`src/rtl/intr_pkg.sv`:
```
package intr_pkg;
  localparam int unsigned NUM_SRC   = 7;
  localparam int unsigned NUM_LINES = 4;
  // flag bit positions, decoded by software
  localparam int unsigned BIT_CA2 = 0;
  localparam int unsigned BIT_CA1 = 1;
  localparam int unsigned BIT_SR  = 2;
  localparam int unsigned BIT_CB2 = 3;
  localparam int unsigned BIT_CB1 = 4;
  localparam int unsigned BIT_T2  = 5;
  localparam int unsigned BIT_T1  = 6;
  // line indices inside the edge detector array
  localparam int unsigned LN_CA1 = 0;
  localparam int unsigned LN_CA2 = 1;
  localparam int unsigned LN_CB1 = 2;
  localparam int unsigned LN_CB2 = 3;

  typedef struct packed {
    logic active;
    logic pos;
    logic indep;
  } line_cfg_t;

  function automatic line_cfg_t decode_primary(logic pol);
    line_cfg_t c;
    c.active = 1'b1;
    c.pos    = pol;
    c.indep  = 1'b0;
    return c;
  endfunction

  function automatic line_cfg_t decode_secondary(logic [2:0] mode);
    line_cfg_t c;
    c.active = ~mode[2];
    c.pos    = mode[1];
    c.indep  = ~mode[2] & mode[0];
    return c;
  endfunction
endpackage

```
`src/rtl/intr_edge_det.sv`:
```
module intr_edge_det #(
  parameter int unsigned SYNC_STAGES = 2
) (
  input  logic clk_i,
  input  logic rst_ni,
  input  logic line_i,
  input  logic active_i,
  input  logic pos_i,
  output logic edge_o
);
  localparam int unsigned ARM_W = SYNC_STAGES + 1;

  logic [SYNC_STAGES-1:0] sync_q;
  logic                   prev_q;
  logic [ARM_W-1:0]       arm_q;
  logic                   cur;

  assign cur = sync_q[SYNC_STAGES-1];

  always_ff @(posedge clk_i or negedge rst_ni) begin
    if (!rst_ni) begin
      sync_q <= '0;
      prev_q <= 1'b0;
      arm_q  <= '0;
    end else begin
      sync_q <= {sync_q[SYNC_STAGES-2:0], line_i};
      prev_q <= cur;
      arm_q  <= {arm_q[ARM_W-2:0], 1'b1};
    end
  end

  // armed only once prev_q follows a real sample, so reset levels give no edge
  assign edge_o = arm_q[ARM_W-1] & active_i & (pos_i ? (cur & ~prev_q) : (~cur & prev_q));

  a_r5_edge_isolated: assert property (@(posedge clk_i) disable iff (!rst_ni)
    edge_o ##1 $stable(pos_i) |-> !edge_o);
  a_r6_inactive_no_edge: assert property (@(posedge clk_i) disable iff (!rst_ni)
    !active_i |-> !edge_o);
endmodule

```
`src/rtl/intr_flag_reg.sv`:
```
module intr_flag_reg #(
  parameter int unsigned N = 7
) (
  input  logic         clk_i,
  input  logic         rst_ni,
  input  logic [N-1:0] set_i,
  input  logic [N-1:0] clr_i,
  output logic [N-1:0] flag_o
);
  logic [N-1:0] flag_q;

  always_ff @(posedge clk_i or negedge rst_ni) begin
    if (!rst_ni) flag_q <= '0;
    else         flag_q <= (flag_q & ~clr_i) | set_i;
  end

  assign flag_o = flag_q;

  a_r9_set_wins: assert property (@(posedge clk_i) disable iff (!rst_ni)
    |set_i |=> ((flag_o & $past(set_i)) == $past(set_i)));
  a_r2_clear_takes: assert property (@(posedge clk_i) disable iff (!rst_ni)
    |(clr_i & ~set_i) |=> ((flag_o & $past(clr_i & ~set_i)) == '0));
  a_r11_no_spurious: assert property (@(posedge clk_i) disable iff (!rst_ni)
    1'b1 |=> ((flag_o & ~$past(flag_o) & ~$past(set_i)) == '0));
endmodule

```
`src/rtl/intr_en_reg.sv`:
```
module intr_en_reg #(
  parameter int unsigned N = 7
) (
  input  logic         clk_i,
  input  logic         rst_ni,
  input  logic         we_i,
  input  logic         dir_i,
  input  logic [N-1:0] mask_i,
  output logic [N-1:0] en_o
);
  logic [N-1:0] en_q;

  always_ff @(posedge clk_i or negedge rst_ni) begin
    if (!rst_ni)   en_q <= '0;
    else if (we_i) en_q <= dir_i ? (en_q | mask_i) : (en_q & ~mask_i);
  end

  assign en_o = en_q;

  a_r3_set_bits: assert property (@(posedge clk_i) disable iff (!rst_ni)
    we_i && dir_i |=> ((en_o & $past(mask_i)) == $past(mask_i)));
  a_r3_clear_bits: assert property (@(posedge clk_i) disable iff (!rst_ni)
    we_i && !dir_i |=> ((en_o & $past(mask_i)) == '0));
  a_r3_zero_mask_keeps: assert property (@(posedge clk_i) disable iff (!rst_ni)
    1'b1 |=> ((en_o & ~($past(we_i) ? $past(mask_i) : '0)) ==
              ($past(en_o) & ~($past(we_i) ? $past(mask_i) : '0))));
endmodule

```
`src/rtl/intr_ctrl.sv`:
```
module intr_ctrl #(
  parameter int unsigned SYNC_STAGES = 2
) (
  input  logic       clk_i,
  input  logic       rst_ni,
  input  logic       reg_addr_i,
  input  logic       reg_we_i,
  input  logic [7:0] reg_wdata_i,
  output logic [7:0] reg_rdata_o,
  input  logic [7:0] pcr_i,
  input  logic       ca1_i,
  input  logic       ca2_i,
  input  logic       cb1_i,
  input  logic       cb2_i,
  input  logic       t1_set_i,
  input  logic       t2_set_i,
  input  logic       sr_set_i,
  input  logic       t1_clr_i,
  input  logic       t2_clr_i,
  input  logic       sr_acc_i,
  input  logic       ora_acc_i,
  input  logic       orb_acc_i,
  output logic       irq_no
);
  import intr_pkg::*;

  localparam int unsigned N = NUM_SRC;

  line_cfg_t [NUM_LINES-1:0] cfg;
  logic [NUM_LINES-1:0]      line_raw;
  logic [NUM_LINES-1:0]      line_edge;
  logic [N-1:0]              set_vec, clr_vec, wr_clr, side_clr;
  logic [N-1:0]              flag, en;
  logic                      any_irq;

  assign cfg[LN_CA1] = decode_primary(pcr_i[0]);
  assign cfg[LN_CA2] = decode_secondary(pcr_i[3:1]);
  assign cfg[LN_CB1] = decode_primary(pcr_i[4]);
  assign cfg[LN_CB2] = decode_secondary(pcr_i[7:5]);

  assign line_raw[LN_CA1] = ca1_i;
  assign line_raw[LN_CA2] = ca2_i;
  assign line_raw[LN_CB1] = cb1_i;
  assign line_raw[LN_CB2] = cb2_i;

  for (genvar g = 0; g < NUM_LINES; g++) begin : g_line
    intr_edge_det #(.SYNC_STAGES(SYNC_STAGES)) u_edge (
      .clk_i    (clk_i),
      .rst_ni   (rst_ni),
      .line_i   (line_raw[g]),
      .active_i (cfg[g].active),
      .pos_i    (cfg[g].pos),
      .edge_o   (line_edge[g])
    );
  end

  always_comb begin
    set_vec          = '0;
    set_vec[BIT_T1]  = t1_set_i;
    set_vec[BIT_T2]  = t2_set_i;
    set_vec[BIT_SR]  = sr_set_i;
    set_vec[BIT_CA1] = line_edge[LN_CA1];
    set_vec[BIT_CA2] = line_edge[LN_CA2];
    set_vec[BIT_CB1] = line_edge[LN_CB1];
    set_vec[BIT_CB2] = line_edge[LN_CB2];
  end

  always_comb begin
    side_clr          = '0;
    side_clr[BIT_T1]  = t1_clr_i;
    side_clr[BIT_T2]  = t2_clr_i;
    side_clr[BIT_SR]  = sr_acc_i;
    side_clr[BIT_CA1] = ora_acc_i;
    side_clr[BIT_CA2] = ora_acc_i & ~cfg[LN_CA2].indep;
    side_clr[BIT_CB1] = orb_acc_i;
    side_clr[BIT_CB2] = orb_acc_i & ~cfg[LN_CB2].indep;
  end

  assign wr_clr  = (reg_we_i && !reg_addr_i) ? reg_wdata_i[N-1:0] : '0;
  assign clr_vec = wr_clr | side_clr;

  intr_flag_reg #(.N(N)) u_flag (
    .clk_i  (clk_i),
    .rst_ni (rst_ni),
    .set_i  (set_vec),
    .clr_i  (clr_vec),
    .flag_o (flag)
  );

  intr_en_reg #(.N(N)) u_en (
    .clk_i  (clk_i),
    .rst_ni (rst_ni),
    .we_i   (reg_we_i & reg_addr_i),
    .dir_i  (reg_wdata_i[7]),
    .mask_i (reg_wdata_i[N-1:0]),
    .en_o   (en)
  );

  assign any_irq     = |(flag & en);
  assign irq_no      = ~any_irq;
  assign reg_rdata_o = reg_addr_i ? {1'b1, en} : {any_irq, flag};

  a_r8_ca2_indep_holds: assert property (@(posedge clk_i) disable iff (!rst_ni)
    ora_acc_i && cfg[LN_CA2].indep && flag[BIT_CA2] && !wr_clr[BIT_CA2] |=> flag[BIT_CA2]);
  a_r8_cb2_indep_holds: assert property (@(posedge clk_i) disable iff (!rst_ni)
    orb_acc_i && cfg[LN_CB2].indep && flag[BIT_CB2] && !wr_clr[BIT_CB2] |=> flag[BIT_CB2]);
  a_r7_ora_clears_ca1: assert property (@(posedge clk_i) disable iff (!rst_ni)
    ora_acc_i && !line_edge[LN_CA1] |=> !flag[BIT_CA1]);
  a_r7_orb_clears_cb1: assert property (@(posedge clk_i) disable iff (!rst_ni)
    orb_acc_i && !line_edge[LN_CB1] |=> !flag[BIT_CB1]);
endmodule

```
`config.mk`:
```
export PLATFORM = sky130hd
export DESIGN_NAME = intr_ctrl
export DESIGN_NICKNAME = d
export VERILOG_FILES = /design/src/rtl/intr_pkg.sv /design/src/rtl/intr_edge_det.sv /design/src/rtl/intr_flag_reg.sv /design/src/rtl/intr_en_reg.sv /design/src/rtl/intr_ctrl.sv
export SDC_FILE = /design/constraint.sdc
export NUM_CORES = 1
export LEC_CHECK = 0
export ABC_AREA = 1
export BUFFER_PORTS_ARGS = -buffer_cell sky130_fd_sc_hd__buf_2
export CELL_PAD_IN_SITES_DETAIL_PLACEMENT = 1
export CELL_PAD_IN_SITES_GLOBAL_PLACEMENT = 2
export CORE_MARGIN = 1.5
export CORE_UTILIZATION = 34
export CTS_BUF_LIST = sky130_fd_sc_hd__clkbuf_4 sky130_fd_sc_hd__clkbuf_8
export DETAILED_ROUTE_END_ITERATION = 12
export GPL_ROUTABILITY_DRIVEN = 0
export HOLD_SLACK_MARGIN = 0.12
export PLACE_DENSITY_LB_ADDON = 0.1
export SETUP_SLACK_MARGIN = 0.5
export SLEW_MARGIN = 20
export SYNTH_ARGS = -nofsm -noshare
export SYNTH_HDL_FRONTEND = slang
export SYNTH_HIERARCHICAL = 1
export SYNTH_SLANG_ARGS = --single-unit
```
`constraint.sdc`:
```
create_clock -name clk_i -period 2.2 [get_ports clk_i]
set_clock_uncertainty 0.2 [all_clocks]
set_input_delay 0.66 -clock clk_i [delete_from_list [all_inputs] [get_ports clk_i]]
set_output_delay 0.66 -clock clk_i [all_outputs]
set_load 0.005 [all_outputs]
```
Yosys cells after proc, flatten, opt, wreduce, memory -nomap -nowiden --
Index checks and enable logic that the tools add are counted. W data, S select, Z words.
Storage, ports and cells: bits in registers 38, bits of input ports 32
Operators by class: multiplexer cells 7, bitwise logic cells 40, reduce and logical (&&, ||, !) cells 3
Operator list (number):
- $and A7 B7 Y7 | 3
- $or A7 B7 Y7 | 3
- $and A1 B1 Y1 | 19
- $mux W7 | 2
- $not A7 Y7 | 2
- $not A1 Y1 | 13
- $mux W8 | 1
- $reduce_or A7 Y1 | 1
- $mux W1 | 4
- $logic_and A1 B1 Y1 | 1
- $logic_not A1 Y1 | 1

Depth between registers and ports, before layout --
depth after elaboration 8, depth in mapped cells 8

By module --
The synthesis kept the hierarchy.
Modules (own cells, without submodules):
- intr_edge_det | times used 4, cells each 14, area an instance 187.7 um^2, seq. area each 150.1 um^2
- intr_ctrl | times used 1, cells each 62, area an instance 307.8 um^2, seq. area each 0.0 um^2
- intr_en_reg | times used 1, cells each 36, area an instance 300.3 um^2, seq. area each 175.2 um^2
- intr_flag_reg | times used 1, cells each 35, area an instance 280.3 um^2, seq. area each 175.2 um^2

Least setup slack after synthesis --
Ideal clock, no wire load.
kind input-to-output, start point input reg_addr_i, end point output reg_rdata_o[5], arrival 1.045 ns, setup slack 0.295 ns, stages on the path 5, buffers on the path 2, cell sequence buf_6 -> inv_8 -> buf_12 -> nand2_1 -> nand2_1
Between the ends: longest elaborated chain between the ends 1
RTL lines:
- start: declaration | line intr_ctrl.sv:6 | input logic reg_addr_i,
- $mux W8 | line intr_ctrl.sv:101 | assign reg_rdata_o = reg_addr_i ? {1'b1, en} : {any_irq, flag};
- end: declaration | line intr_ctrl.sv:9 | output logic [7:0] reg_rdata_o,
No other way between the ends.

==> flow_summary_export.csv <==
group,metric,value,unit
route,route.detailed.wl_per_inst,12.4,microns
clock_tree,cts_tree,"yes",
yosys,ys_seq_area_share,58.0,%
pwr,switching_power,0.411,mW
placement,placement.setup.worst_slack,0.0815,ns
grt,grt_pass1_vias,1420,
pwr,clock_power_share,32.2,%
pwr,peakVddDrop,0.452,mV
timing,final_period_minus_worst_setup_slack,2.03,ns
pwr,p_leak,1.26,nW
route,drt-total-wl,3.82,mm
setup_path,kind_of_critical_path,"reg -> out",
pwr,power.switching_fraction,26.2,%
cells_and_area,area_growth,35.3,%
pwr,pwr_density_cell,707,nW/um^2
timing,finalCritPeriodShare,92.4,%
die,placementRows,25,
cells_and_area,num_antenna_cells,0,
grt,globalRouteTotalUtil,15.9,%
cells_and_area,layout.cells.most_common,"sky130_fd_sc_hd__nand2_1",
placement,io_buffers,40,
die,die-width,72.4,microns
setup_path,critical_path.endpoint_type,"primary output",
yosys,yosys_warnings,6,
clock_tree,numCtsBuffers,5,
yosys,synth_area,1640,sq um
die,start_util,34.9,%
pwr,pwr-share-seq,49.6,%
setup_path,critPathRequiredTime,1.34,ns
die,die_area,5250,sq um
setup_path,cp.arrival,1.17,ns
yosys,ys_types,13,
outcome,status,"complete, no violations",
route,vias_cell,4.43,
route,post-route-drc-count,0,
route,drt_iter0_drc,76,
min_path,worstHoldPathType,"reg -> reg",
die,floorplan.die.height,72.4,microns
timing,max_clock_freq,492,MHz
cells_and_area,most-common-layout-cells,"sky130_fd_sc_hd__nand2_1 (64), sky130_fd_sc_hd__dfrtp_1 (38), sky130_fd_sc_hd__buf_2 (38)",
cells_and_area,nets,285,
grt,pin_count_of_the_biggest_net_entering_global_routing,39,
route,route.vias.total,1365,
timing,post-route-worst-setup-slack,0.166,ns
route,antenna_left,0,
grt,antenna_violations_before_repair,0,
run,cap_violations,0,
setup_path,crit_fanout,2,
pwr,power.internal,1.16,mW
timing,drv_slew,0,
pwr,power.combinational.fraction,18.2,%
placement,detailed_place_hpwl,2.59,mm
yosys,synth_cells,189,
timing,setup_repair_after_global_routing_missed_its_margin,"true",
route,firstDrtPassIters,4,
clock_tree,htree_num_levels,2,
yosys,register_bit_total_from_synthesis,38,
clock_tree,clock_latency,0.28,ns
clock_tree,clkTransAtPathRegs,0.08,ns
die,i_o_pin_count,41,
timing,setup_viol,0,
clock_tree,cts.path.max_buffers,2,
setup_path,kind_of_start_point_of_the_critical_path,"flip-flop",
timing,setup_tns_final,0,ns
die,placeableCoreArea,4690,sq um
timing,final-hold-violation-count,0,
cells_and_area,final_layout_size_suffix_gt1_share,38.2,%
clock_tree,cts_root_buf,"sky130_fd_sc_hd__clkbuf_8",
grt,grt_overflow_total,0,
grt,grt_pass1_wl,6.29,mm
clock_tree,cts.sink_count,38,
yosys,postSynthAreaPerCell,8.67,sq um
critical path, cell delays in order (launching register included):
cell	delay [ns]
sky130_fd_sc_hd__dfrtp_1	0.41
sky130_fd_sc_hd__nand2_1	0.08
sky130_fd_sc_hd__nand2_2	0.08
sky130_fd_sc_hd__inv_2	0.06
sky130_fd_sc_hd__nand2_2	0.05
sky130_fd_sc_hd__nor2_2	0.09
sky130_fd_sc_hd__buf_2	0.11
power by group through the flow:
stage | Sequential (mW) | Clock, mW | Combinational, mW
finish | 0.778 | 0.505 | 0.286
global route | 0.785 | 0.547 | 0.324
CTS | 0.779 | 0.517 | 0.241
detailed placement | 0.796 | 0 | 0.196
global placement | 0.793 | 0 | 0.190
floorplan | 0.787 | 0 | 0.113
final cells by class:
type	count	area [sq um]
clock buffer	7	90.1
clock inverter	1	5.00
fill	589	2470
inverter	33	136
multi-input combinational	115	561
sequential	38	951
tap	54	67.6
timing repair buffer	59	392
timing repair inverter	1	16.3
kinds of logic (layout without fill, tap and decap cells):
family                 count (synthesis)  count (layout)  synth area share, %
other                                  5               6                 1.15
buffers and inverters                 37             101                 11.1
and+or+nand+nor                      100             100                 25.0
AOI/OAI and AO/OA                      9               9                 4.81
DFF                                   38              38                 58.0
synthesized netlist by cell type:
| cell type | n | share of area [%] |
|---|---|---|
| sky130_fd_sc_hd__a21oi_2 | 4 | 2.1 |
| sky130_fd_sc_hd__a31o_2 | 5 | 2.7 |
| sky130_fd_sc_hd__buf_12 | 1 | 1.2 |
| sky130_fd_sc_hd__buf_4 | 1 | 0.46 |
| sky130_fd_sc_hd__buf_6 | 2 | 1.4 |
| sky130_fd_sc_hd__conb_1 | 5 | 1.1 |
| sky130_fd_sc_hd__dfrtp_1 | 38 | 58 |
| sky130_fd_sc_hd__inv_1 | 32 | 7.3 |
| sky130_fd_sc_hd__inv_8 | 1 | 0.69 |
| sky130_fd_sc_hd__nand2_1 | 78 | 18 |
| sky130_fd_sc_hd__nand3_1 | 17 | 5.2 |
| sky130_fd_sc_hd__nand3_2 | 2 | 1.2 |
| sky130_fd_sc_hd__nor2_1 | 3 | 0.69 |
path summary, 6_finish.rpt:
kind                                                startpoint                                   to  slack [ns]  depth (start not counted)
max in group asynchronous                               rst_ni  g_line[0].u_edge/arm_q[2]$_DFF_PN0_        1.25                          2
min reg2reg                g_line[3].u_edge/arm_q[1]$_DFF_PN0_  g_line[3].u_edge/arm_q[2]$_DFF_PN0_        0.15                          0
max reg2reg                                          flip-flop                            flip-flop        1.03                          5
min in group asynchronous                               rst_ni           asynchronous set/reset pin        0.22                          2
min                        g_line[3].u_edge/arm_q[1]$_DFF_PN0_  g_line[3].u_edge/arm_q[2]$_DFF_PN0_        0.15                          0
max                                                  flip-flop                               irq_no        0.17                          6
through the flow:
| stage | power, mW | util, % | std cells | hold WS (ns) | instance area [sq um] |
|---|---|---|---|---|---|
| after floorplan | 0.900 | - | 190 | 0.131 | 1650 |
| after global placement | 0.983 | 40.0 | 282 | 0.133 | 1880 |
| after detailed placement | 0.993 | 40.0 | 282 | 0.136 | 1880 |
| after CTS | 1.54 | 44.8 | 301 | 0.153 | 2100 |
| after global routing | 1.66 | 47.3 | 308 | 0.160 | 2220 |
| final | 1.57 | 47.3 | 308 | 0.152 | 2220 |
what timing repair did:
action,in CTS,in global routing
gates resized for setup,7,23
endpoints found under the setup margin,9,9
hold endpoints to repair,0,0
gates cloned,2,0
pin swaps,1,8
buffers inserted,9,7
hold buffers,0,0
per-layer routing:
layer / global-route usage (%) / vias up / routed length, microns
li1: - / 685 / -
met1: 18.9 / 654 / 1640
met2: 28.1 / 24 / 2030
met3: 4.31 / 2 / 125
met4: 4.82 / 0 / 25
met5: 0 / - / 0
No activity file was read; power rests on OpenSTA's default activity.
